`src/rtl/cmaint_unit.sv`:
```
`timescale 1ns/1ps
module cmaint_unit #(
  parameter int AW     = 32,
  parameter int NSETS  = 4,
  parameter int NWAYS  = 2,
  parameter int OFFW   = 4,
  localparam int IDXW  = $clog2(NSETS),
  localparam int TAGW  = AW - OFFW - IDXW
) (
  input  logic                  clk,
  input  logic                  rst_n,
  input  logic                  cache_present,
  input  logic                  cache_enable,
  input  logic                  wr_en,
  input  logic [2:0]            wr_sel,
  input  logic [AW-1:0]         wr_data,
  output logic                  wr_stall,
  input  logic [2:0]            rd_sel,
  output logic [AW-1:0]         rd_data,
  output logic                  pf_req,
  output logic [AW-1:0]         pf_addr,
  input  logic                  pf_ack,
  output logic                  tag_req,
  input  logic                  tag_gnt,
  output logic [IDXW-1:0]       tag_set,
  input  logic [NWAYS-1:0]      tag_valid_i,
  input  logic [NWAYS*TAGW-1:0] tag_i,
  output logic                  tag_wr_en,
  output logic [NWAYS-1:0]      tag_wr_mask
);
  localparam int NCMD = 5;

  logic [AW-1:0]    cmd_q [NCMD];
  logic [7:0]       pend;
  logic [NCMD-1:0]  grant;
  logic             inval, done;
  logic [TAGW-1:0]  op_tag;
  logic [NWAYS-1:0] hit;

  assign pend[0]   = |cmd_q[0];
  assign pend[1]   = ~&cmd_q[1];
  assign pend[2]   = |cmd_q[2];
  assign pend[3]   = |cmd_q[3];
  assign pend[4]   = |cmd_q[4];
  assign pend[7:5] = '0;

  assign grant = pend[NCMD-1:0] & (~pend[NCMD-1:0] + 1'b1);
  assign inval = grant[1] | grant[2];

  assign pf_req  = grant[0];
  assign pf_addr = cmd_q[0];

  assign tag_req = inval & cache_present;
  assign tag_set = grant[1] ? cmd_q[1][OFFW +: IDXW] : cmd_q[2][OFFW +: IDXW];
  assign op_tag  = grant[1] ? cmd_q[1][AW-1 -: TAGW] : cmd_q[2][AW-1 -: TAGW];

  for (genvar w = 0; w < NWAYS; w++) begin : g_cmp
    assign hit[w] = tag_valid_i[w] && (tag_i[w*TAGW +: TAGW] == op_tag);
  end

  assign tag_wr_mask = cache_enable ? hit : '1;
  assign tag_wr_en   = tag_req & tag_gnt & (|tag_wr_mask);

  assign done = (grant[0] & pf_ack) | (inval & (~cache_present | tag_gnt))
              | grant[3] | grant[4];

  assign wr_stall = wr_en & pend[wr_sel];

  for (genvar i = 0; i < NCMD; i++) begin : g_reg
    localparam logic [AW-1:0] IDLE = (i == 1) ? '1 : '0;
    always_ff @(posedge clk) begin
      if (!rst_n)
        cmd_q[i] <= IDLE;
      else if (done && grant[i])
        cmd_q[i] <= IDLE;
      else if (wr_en && wr_sel == 3'(i) && !pend[i])
        cmd_q[i] <= wr_data;
    end
  end

  always_comb begin
    case (rd_sel)
      3'd0: rd_data = cmd_q[0];
      3'd1: rd_data = cmd_q[1];
      3'd2: rd_data = cmd_q[2];
      3'd3: rd_data = cmd_q[3];
      3'd4: rd_data = cmd_q[4];
      default: rd_data = '0;
    endcase
  end
endmodule

```
`config.mk`:
```
export PLATFORM = sky130hd
export DESIGN_NAME = cmaint_unit
export DESIGN_NICKNAME = d
export VERILOG_FILES = /design/src/rtl/cmaint_unit.sv
export SDC_FILE = /design/constraint.sdc
export NUM_CORES = 1
export LEC_CHECK = 0
export ABC_AREA = 1
export ABC_CLOCK_PERIOD_IN_PS = 3900
export BUFFER_PORTS_ARGS = -buffer_cell sky130_fd_sc_hd__buf_2
export CAP_MARGIN = 20
export CORE_UTILIZATION = 35
export DETAILED_ROUTE_END_ITERATION = 8
export PLACE_DENSITY = 0.56
export SYNTH_ARGS = -nofsm -noshare
export SYNTH_HDL_FRONTEND = slang
export SYNTH_SLANG_ARGS = --single-unit
```
`constraint.sdc`:
```
create_clock -name clk -period 3.9 [get_ports clk]
set_input_delay 0.585 -clock clk [delete_from_list [all_inputs] [get_ports clk]]
set_output_delay 0.585 -clock clk [all_outputs]
set_load 0.05 [all_outputs]
```
==> results_dict.tcl, run 1 <==
set metrics [dict create \
    core.rowCount 58 \
    first_global_vias 8060 \
    syn_area_mm2 0.009134 \
    leakagePower_uw 0.005221 \
    grt.overflow.total 0 \
    hpwl_mm 24.20 \
    status "complete, no violations" \
    post-route-period-util_pct 93.97 \
    place_inst 1626 \
    root_buffer "clkbuf_16" \
    yosysSeqAreaShare_pct 52.60 \
    cts_tree "yes" \
    share_comb_of_total_power_pct 14.4 \
    max_stage_delay_ns 0.47 \
    register_area_mm2 0.004805 \
    drtIter0Drc 976 \
    grt_pass1_wl_mm 47.94 \
    stdcell_count 1661 \
    wl_per_cell_um 19.61 \
    cpMostUsedCell "nor2_1" \
    gp_congestion 0.9304 \
    die_w_um 163.5 \
    layout-drive-gt1-share_pct 17.96 \
    multi_input_area_mm2 0.003667 \
    diodes 0 \
    finalCriticalPeriod_ns 3.665 \
    areaGrowthSynthToFinish_pct 20.79 \
    start_util_pct 35.96 \
    nFillCells 2618 \
    whs_ns 0.5016 \
    clock-skew-final_ns 0.01026 \
    io_buffers 170 \
    cts_sinks 160 \
    clock_path_buffers 2 \
    hold_viol_final 0 \
    swShare_pct 28.00 \
    arrival_ns 3.08 \
    cts_hold_buf 0 \
    clk_pin_slew_ns 0.06 \
    grt_usage_pct 24.37 \
    rsz0062_at_grt "no" \
    largest_reg_flops 160 \
    power_density_mw_per_mm2 380.9 \
    top_register "cmd_q" \
    syn_area_per_cell_um2 7.942 \
    dieArea_mm2 0.02675 \
    crit_fanout 20 \
    hp-class "in -> reg" \
    drt-pass1-iter-count 5 \
    cts_buffers 17 \
    h-tree-depth 4 \
    vias_per_cell 5.198 \
    synth_fp_nets 1249 \
    num_io_pins 171 \
    power.switching_uw 1177 \
    slew_headroom_pct 58.67 \
    setup-tns-final_ns 0 \
    drc 0 \
    finalNetCount 1417 \
    intPower_uw 3025 \
    ant_nets 0 \
    cp.required_ns 3.31 \
    maxCapViolCount 0 \
    vias 8634 \
    reg_top3 "cmd_q x160" \
    insertion_delay_ns 0.43 \
    wirelength_mm 32.57 \
    tightest_slew_ns 0.6134 \
    p_seq_share_pct 47.2 \
    fmax_mhz 272.9 \
    slew_viol_final 0 \
    ir_worst_vdd_uv 309.2 \
    path_class "reg -> out" \
    fp.dieH_um 163.5 \
    ys_warn_count 0 \
    clkPwrFrac_pct 38.5 \
    antenna_found_initial 1 \
    setup_viol 0 \
    grt_max_degree 43 \
    core_region_area_mm2 0.02540 \
    cp_cell_sequence "nand2_1 > nor2_1 > nand2_1 > nor2_1 > nand2_4 > buf_4 > nand3_1 > nand2_1 > xnor2_1 > nand2_1 > nor2_1 > nand3_1 > nor2_1 > nor2_1 > nor2_1 > clkbuf_4" \
    cp_slowest_cell "edfxtp_1" \
    end_kind "output pin" \
    yosysUniqueCellTypes 31 \
    startpoint_type "flop" \
    synth_seq_cells 160 \
    syn_inst 1150 \
]
## metal layers
metal	vias up	global-route usage [%]	routed length, µm
li1	4153	-	-
met1	4001	36.03	14960
met2	450	36.52	14210
met3	30	3.987	2884
met4	0	6.692	521
met5	-	0	0
## area by class of cell
| type | instances | area share [%] |
|---|---|---|
| Timing Repair Buffer | 197 | 10.05 |
| Inverter | 129 | 4.389 |
| Multi-Input combinational cell | 813 | 33.24 |
| Clock buffer | 20 | 3.958 |
| Sequential cell | 160 | 43.55 |
| Tap cell | 330 | 3.742 |
| Clock inverter | 12 | 1.077 |
## synthesized netlist by cell type
| library cell | number | share of area [%] |
|---|---|---|
| nor4_1 | 26 | 1.8 |
| inv_2 | 1 | 0.041 |
| inv_1 | 127 | 5.2 |
| nand2_1 | 313 | 13 |
| o211ai_1 | 2 | 0.16 |
| buf_6 | 1 | 0.12 |
| buf_2 | 7 | 0.38 |
| nor4_2 | 1 | 0.14 |
| nand4_1 | 44 | 3.0 |
| o21ai_0 | 13 | 0.71 |
| nor3b_1 | 1 | 0.082 |
| nor3_1 | 4 | 0.22 |
| a221oi_1 | 2 | 0.19 |
| o21ai_1 | 3 | 0.16 |
| nand3b_1 | 17 | 1.4 |
| o21bai_2 | 1 | 0.12 |
| o21a_1 | 1 | 0.082 |
| nand2_4 | 1 | 0.12 |
| nor2_8 | 1 | 0.22 |
| clkinv_1 | 1 | 0.041 |
| mux2_2 | 1 | 0.12 |
| a21oi_1 | 28 | 1.5 |
| clkbuf_1 | 37 | 1.5 |
| nand2_2 | 2 | 0.14 |
| nor2_1 | 209 | 8.6 |
| nand3_1 | 134 | 7.3 |
| or2_0 | 1 | 0.069 |
| buf_4 | 4 | 0.33 |
| xor2_1 | 3 | 0.29 |
| xnor2_1 | 4 | 0.38 |
| edfxtp_1 | 160 | 53 |
## per-stage QoR
stage	area, µm²	util (%)	setup slack (ns)	power [µW]
after floorplan	9134	-	0.1700	2377
after global placement	10420	41.00	0.5371	2615
after detailed placement	10420	41.00	0.5222	2614
after CTS	10970	43.19	0.05595	4200
after global routing	11030	43.44	0.02111	4324
final	11030	43.44	0.2352	4202
## power by group through the flow
stage                     Sequential, µW  Clock [µW]  Combinational (µW)
after global routing                1990        1690                 645
after global placement              2020           0                 598
after floorplan                     2050           0                 324
final                               1980        1620                 604
after CTS                           1980        1620                 598
after detailed placement            2020           0                 597
## repair_timing
| action | 4_1_cts | 5_1_grt |
|---|---|---|
| setup endpoints to repair | 0 | 3 |
| resized for setup | 0 | 9 |
| buffers inserted | 0 | 2 |
| endpoints found under the hold margin | 0 | 0 |
## cell families (layout without fill, tap and decap cells)
group | count (synthesis) | count (layout) | share of synthesized area, %
DFF | 160 | 160 | 52.60
xor gates and xnor gates | 7 | 7 | 0.6712
and+or+nand+nor | 754 | 755 | 35.97
AOI/OAI and AO/OA | 50 | 50 | 2.972
muxes | 1 | 1 | 0.1233
buffers and inverters | 178 | 358 | 7.657
## cell usage in the layout, fill, tap and decap left out, drive strengths merged, types with 3 or more instances in the layout
| master | n |
|---|---|
| nand4 | 44 |
| nor2 | 210 |
| xnor2 | 4 |
| clkbuf | 21 |
| clkinv | 9 |
| nand2 | 317 |
| nand3b | 17 |
| inv | 128 |
| buf | 196 |
| nand3 | 134 |
| o21ai | 16 |
| nor4 | 27 |
| nor3 | 4 |
| edfxtp | 160 |
| a21oi | 28 |
| xor2 | 3 |
## final timing paths
kind,startpoint,end,slack [ns],depth (start not counted)
worst min-delay path,wr_data[28],cmd_q[1][28]$_SDFFCE_PN1P_,0.50,3
worst min register to register,cmd_q[3][12]$_SDFFCE_PN0P_,cmd_q[3][0]$_SDFFCE_PN0P_,1.21,6
worst max-delay path,cmd_q[1][15]$_SDFFCE_PN1P_,tag_wr_en,0.24,16
worst max register to register,cmd_q[1][27]$_SDFFCE_PN1P_,cmd_q[2][13]$_SDFFCE_PN0P_,0.69,10
## worst max-delay path: cells and delay by family, from the launching register on
family	cells	cell delay (ns)
XOR/XNOR	1	0.15
buffers and inverters	2	0.48
AND/OR/NAND/NOR	13	1.54
flip-flops	1	0.47
No activity file was read; power rests on OpenSTA's default activity.
==> inputs of run 2 (changes only) <==
- CORE_ASPECT_RATIO: not set -> 1.2
==> run 2 against run 1 <==
Wire length fell by 2.0%. Maximum frequency shrank 0.40%. Critical path type unchanged. Sequential share of layout area is essentially flat. Combinational power about the same. Largest power group unchanged. Via count is 0.79% lower. First-iteration DRC count is 23% lower. Final cell count up 0.12%. Die area is essentially flat. Design area is essentially flat. Highest routed layer unchanged.
==> results_dict.tcl, run 2 (same netlist as run 1, synthesis figures left out) <==
set metrics [dict create \
    status "complete, no violations" \
    fmax_mhz 271.8 \
    core_region_area_mm2 0.02554 \
    drtIter0Drc 747 \
    hp-class "in -> reg" \
    gp_congestion 0.9832 \
    crit_fanout 40 \
    slew_viol_final 0 \
    slew_headroom_pct 36.82 \
    arrival_ns 3.09 \
    setup_viol 0 \
    hold_viol_final 0 \
    core.rowCount 64 \
    clock_path_buffers 2 \
    die_w_um 149.5 \
    start_util_pct 35.76 \
    drc 0 \
    hpwl_mm 24.05 \
    reg_top3 "cmd_q x160" \
    cts_sinks 160 \
    wirelength_mm 31.94 \
    cts_hold_buf 0 \
    insertion_delay_ns 0.43 \
    whs_ns 0.5156 \
    tightest_slew_ns 0.9467 \
    grt_max_degree 43 \
    layout_commonest_cell "nand2_1" \
    p_seq_share_pct 48.1 \
    areaGrowthSynthToFinish_pct 20.69 \
    layout-drive-gt1-share_pct 18.00 \
    cts_tree "yes" \
    grt_usage_pct 23.98 \
    drt-pass1-iter-count 5 \
    intPower_uw 2914 \
    fp.dieH_um 179.0 \
    startpoint_type "flop" \
    swShare_pct 29.25 \
    post-route-period-util_pct 94.35 \
    finalCriticalPeriod_ns 3.680 \
    setup-tns-final_ns 0 \
    vias_per_cell 5.151 \
    clock-skew-final_ns 0.009761 \
    dieArea_mm2 0.02675 \
    path_class "reg -> out" \
    antenna_found_initial 0 \
    reg2regPathDepth 9 \
    largest_reg_flops 160 \
    finalNetCount 1419 \
    ir_worst_vdd_uv 282.9 \
    num_io_pins 171 \
    power_density_mw_per_mm2 373.6 \
    grt.overflow.total 0 \
    h-tree-depth 4 \
    mostFrequentLayoutCells "nand2_1 (313), nor2_1 (207), buf_2 (169)" \
    cts_buffers 17 \
    share_comb_of_total_power_pct 14.6 \
    wl_per_cell_um 19.20 \
    power.switching_uw 1204 \
    rsz0062_at_grt "no" \
    cp.required_ns 3.31 \
    diodes 0 \
    maxCapViolCount 0 \
    top_register "cmd_q" \
    io_buffers 170 \
    first_global_vias 7839 \
    vias 8566 \
    ant_nets 0 \
    root_buffer "clkbuf_16" \
    clkPwrFrac_pct 37.4 \
    clk_pin_slew_ns 0.06 \
    leakagePower_uw 0.005209 \
    end_kind "output pin" \
    grt_pass1_wl_mm 46.66 \
    worstHoldPathCells 3 \
]
==> run 2: changes by cell type in the layout (fill, tap and decap cells not counted), sizes merged <==
cell / before / now
buf: 196 / 198
bufinv: 2 / 0
clkbuf: 21 / 19
clkinv: 9 / 7
clkinvlp: 2 / 3
inv: 128 / 133
==> run 2: final timing paths <==
path                                   start                          to  slack [ns]
setup / recovery  cmd_q[0][26]$_SDFFCE_PN0P_                   tag_wr_en        0.22
hold / removal                   wr_data[28]  cmd_q[1][28]$_SDFFCE_PN1P_        0.52
setup reg to reg   cmd_q[1][4]$_SDFFCE_PN1P_   cmd_q[1][1]$_SDFFCE_PN1P_        0.59
hold reg to reg   cmd_q[4][11]$_SDFFCE_PN0P_   cmd_q[4][6]$_SDFFCE_PN0P_        1.06
==> run 2: per-layer routing <==
layer	vias to the layer above	global-route usage, %	part of all wire (%)
li1	4159	-	-
met5	-	0	0
met2	368	38.75	47
met4	0	7.696	2.2
met1	4001	33.26	44
met3	38	2.875	7.0
==> run 2: power groups by stage <==
stage                     registers, µW  clock network, µW  logic, µW
after floorplan                    2050                  0        324
after global placement             2010                  0        593
after detailed placement           2020                  0        594
after CTS                          1980               1550        597
after global routing               1980               1620        641
final                              1980               1540        601
==> run 2: critical path: stages, from the launching register on <==
cell and delay (ns):
edfxtp_1 0.40, nor2_1 0.13, nand2_1 0.08, nor2_2 0.19
nand2_1 0.16, nor2_8 0.23, buf_12 0.23, nand3_1 0.13
nand2_1 0.13, xnor2_1 0.12, nand2_1 0.06, nor2_1 0.20
nand3_1 0.12, nor2_1 0.12, nor2_1 0.05, nor2_1 0.07
clkbuf_4 0.23
==> run 2: metrics by stage <==
step,cell area [µm²],instances,utilization [%],total power [µW],setup slack [ns]
6_report,11020,1663,43.15,4118,0.2204
5_1_grt,11020,1663,43.15,4245,0.02777
4_1_cts,10960,1657,42.89,4126,0.06861
3_5_place_dp,10410,1625,40.74,2610,0.4515
3_3_place_gp,10410,1625,40.74,2607,0.4640
2_1_floorplan,9134,1150,-,2377,0.1700
==> run 2: layout make-up <==
class	count	area [µm²]
clock buffer	18	429.2
clock inverter	14	107.6
fill	2626	14520
inverter	129	484.2
multi-input combinational	813	3660
sequential	160	4805
tap	330	412.9
timing repair buffer	199	1125
==> run 2: repair_timing <==
action                                  CTS  global route
buffers inserted                          0             5
pin swaps                                 0             2
endpoints found under the setup margin    1             3
gates cloned                              0             1
gates resized for setup                   2             5
==> inputs of run 3 (changes only) <==
--- a/config.mk
+++ b/config.mk
@@ -14,4 +14,5 @@
 export DETAILED_ROUTE_END_ITERATION = 8
 export PLACE_DENSITY = 0.56
+export SETUP_SLACK_MARGIN = 0.1
 export SYNTH_ARGS = -nofsm -noshare
 export SYNTH_HDL_FRONTEND = slang
==> constraint.sdc (replaced) <==
create_clock -name clk -period 3.9 [get_ports clk]
set_input_delay 0.195 -clock clk [delete_from_list [all_inputs] [get_ports clk]]
set_output_delay 0.195 -clock clk [all_outputs]
set_load 0.05 [all_outputs]
==> run 3 against run 2 <==
Flip-flop and latch count unchanged. Wire length grew 0.24%. Non-clock buffer count down 9. Register-to-register slack improved by 0.15 ns. Worst hold slack got worse by 0.39 ns. Clock skew up 0.0028 ns. Design area down 0.13%. Critical path type unchanged. Highest routed layer unchanged.
==> results_dict.tcl, run 3 (same netlist as run 1, synthesis figures left out) <==
set metrics [dict create \
    final_core_util_pct 43.10 \
    hpwl_mm 24.22 \
    reg_top3 "cmd_q x160" \
    hold_viol_final 0 \
    path_class "reg -> out" \
    ant_nets 0 \
    cp.required_ns 3.70 \
    ir_worst_vdd_uv 262.2 \
    io_buffers 170 \
    fmax_mhz 282.7 \
    crit_start "cmd_q[0][18]$_SDFFCE_PN0P_" \
    h-tree-depth 4 \
    cp_cell_sequence "nor2_1 > nand2_1 > nor2_1 > nand2_2 > nor2_8 > buf_6 > nand3_1 > nand3_1 > o21ai_1 > or2_0 > nor2_1 > nand3_1 > nor2_1 > nor2_1 > nor2_1 > buf_2" \
    layout-drive-gt1-share_pct 17.23 \
    critPathBufInv 2 \
    setup_viol 0 \
    drtIter0Drc 922 \
    start_util_pct 35.76 \
    max_stage_delay_ns 0.46 \
    insertion_delay_ns 0.42 \
    clock-skew-final_ns 0.01251 \
    core_region_area_mm2 0.02554 \
    slew_headroom_pct 35.71 \
    hp-class "in -> reg" \
    finalInstanceArea_mm2 0.01101 \
    crit_family "simple AND/OR/NAND/NOR gates" \
    reg2reg_slack_ns 0.74 \
    drc 0 \
    crit_fanout 41 \
    clock_path_buffers 2 \
    status "complete, no violations" \
    largest_reg_flops 160 \
    vias_per_cell 5.187 \
    cts_hold_buf 0 \
    grt_max_degree 43 \
    gp_congestion 0.9685 \
    postCtsSetupRepairBufs 0 \
    cp_slowest_cell "edfxtp_1" \
    vias 8574 \
    num_io_pins 171 \
    finalCriticalPeriod_ns 3.537 \
    top_register "cmd_q" \
    mostFrequentLayoutCells "nand2_1 (313), nor2_1 (208), buf_2 (170)" \
    cts_buffers 17 \
    grt_pass1_wl_mm 46.99 \
    whs_ns 0.1302 \
    die_w_um 149.5 \
    end_kind "output pin" \
    antenna_found_initial 0 \
    areaGrowthSynthToFinish_pct 20.53 \
    finalNetCount 1409 \
    cpMostUsedCell "nor2_1" \
    cp_num_cells 16 \
    maxCapViolCount 0 \
    tightest_slew_ns 0.9633 \
    dieArea_mm2 0.02675 \
    rsz0062_at_grt "no" \
    grt_usage_pct 24.13 \
    drt-pass1-iter-count 5 \
    fp.dieH_um 179.0 \
    critPathCapture "tag_wr_en" \
    cts_sinks 160 \
    clk_pin_slew_ns 0.07 \
    first_global_vias 7924 \
    cts_resized 0 \
    setup-tns-final_ns 0 \
    layout_commonest_cell "nand2_1" \
    wl_per_cell_um 19.37 \
    leakagePower_uw 0.005206 \
    power_density_mw_per_mm2 400.4 \
    grt.overflow.total 0 \
    diodes 0 \
    wirelength_mm 32.01 \
    arrival_ns 3.34 \
    cts_tree "yes" \
    slew_viol_final 0 \
    r2r_start "cmd_q[0][18]$_SDFFCE_PN0P_" \
    worst_r2r_endpoint "cmd_q[4][27]$_SDFFCE_PN0P_" \
    root_buffer "clkbuf_16" \
    reg2regPathDepth 11 \
    post-route-period-util_pct 90.69 \
    core.rowCount 64 \
    startpoint_type "flop" \
    placed_area_mm2 0.01036 \
]
[run 3: tightest hold or removal path, delay by kind of cell]
family | cells | cell delay [ns]
buf+inv | 2 | 0.16
simple gates | 1 | 0.09
[run 3: power breakdown]
group | total [µW] | internal (µW) | switching, µW | leakage (µW)
sequential | 1980 | 1940 | 43.9 | 0.00157
combinational | 593 | 150 | 443 | 0.00333
clock | 1830 | 1130 | 698 | 0.000304
total | 4410 | 3220 | 1190 | 0.00521
[run 3: layer usage]
layer  track usage (%)  wire length (µm)  vias to the layer above
li1                  -                 -                     4137
met1             33.50             14060                     3994
met2             38.91             14960                      411
met3             3.740              2477                       32
met4             6.505               520                        0
met5                 0                 0                        -
[run 3: worst min-delay path by stage]
stage,from,to,slack [ns],cells past startpoint
after floorplan,wr_data[0],cmd_q[1][0]$_SDFFCE_PN1P_,0.41,2
after global placement,wr_data[24],cmd_q[1][24]$_SDFFCE_PN1P_,0.56,3
after detailed placement,wr_data[28],cmd_q[1][28]$_SDFFCE_PN1P_,0.56,3
after CTS,wr_data[28],cmd_q[1][28]$_SDFFCE_PN1P_,0.12,3
after global routing,wr_data[24],cmd_q[1][24]$_SDFFCE_PN1P_,0.15,3
final,wr_data[1],cmd_q[1][1]$_SDFFCE_PN1P_,0.13,3
[run 3: layout make-up]
| class | instances | area [µm²] |
|---|---|---|
| Inverter | 129 | 484.2 |
| Clock buffer | 17 | 425.4 |
| Timing Repair Buffer | 190 | 1030 |
| Clock inverter | 15 | 215.2 |
| Tap cell | 330 | 412.9 |
| Fill cell | 2587 | 14540 |
| Multi-Input combinational cell | 812 | 3637 |
| Sequential cell | 160 | 4805 |
[run 3: metrics by stage]
| stage | power (µW) | worst slack (ns) | cells |
|---|---|---|---|
| floorplan | 2377 | 0.4422 | 1150 |
| global route | 4532 | 0.1966 | 1653 |
| global placement | 2609 | 0.6841 | 1621 |
| CTS | 4420 | 0.2487 | 1653 |
| finish | 4408 | 0.3631 | 1653 |
| detailed placement | 2611 | 0.6752 | 1621 |
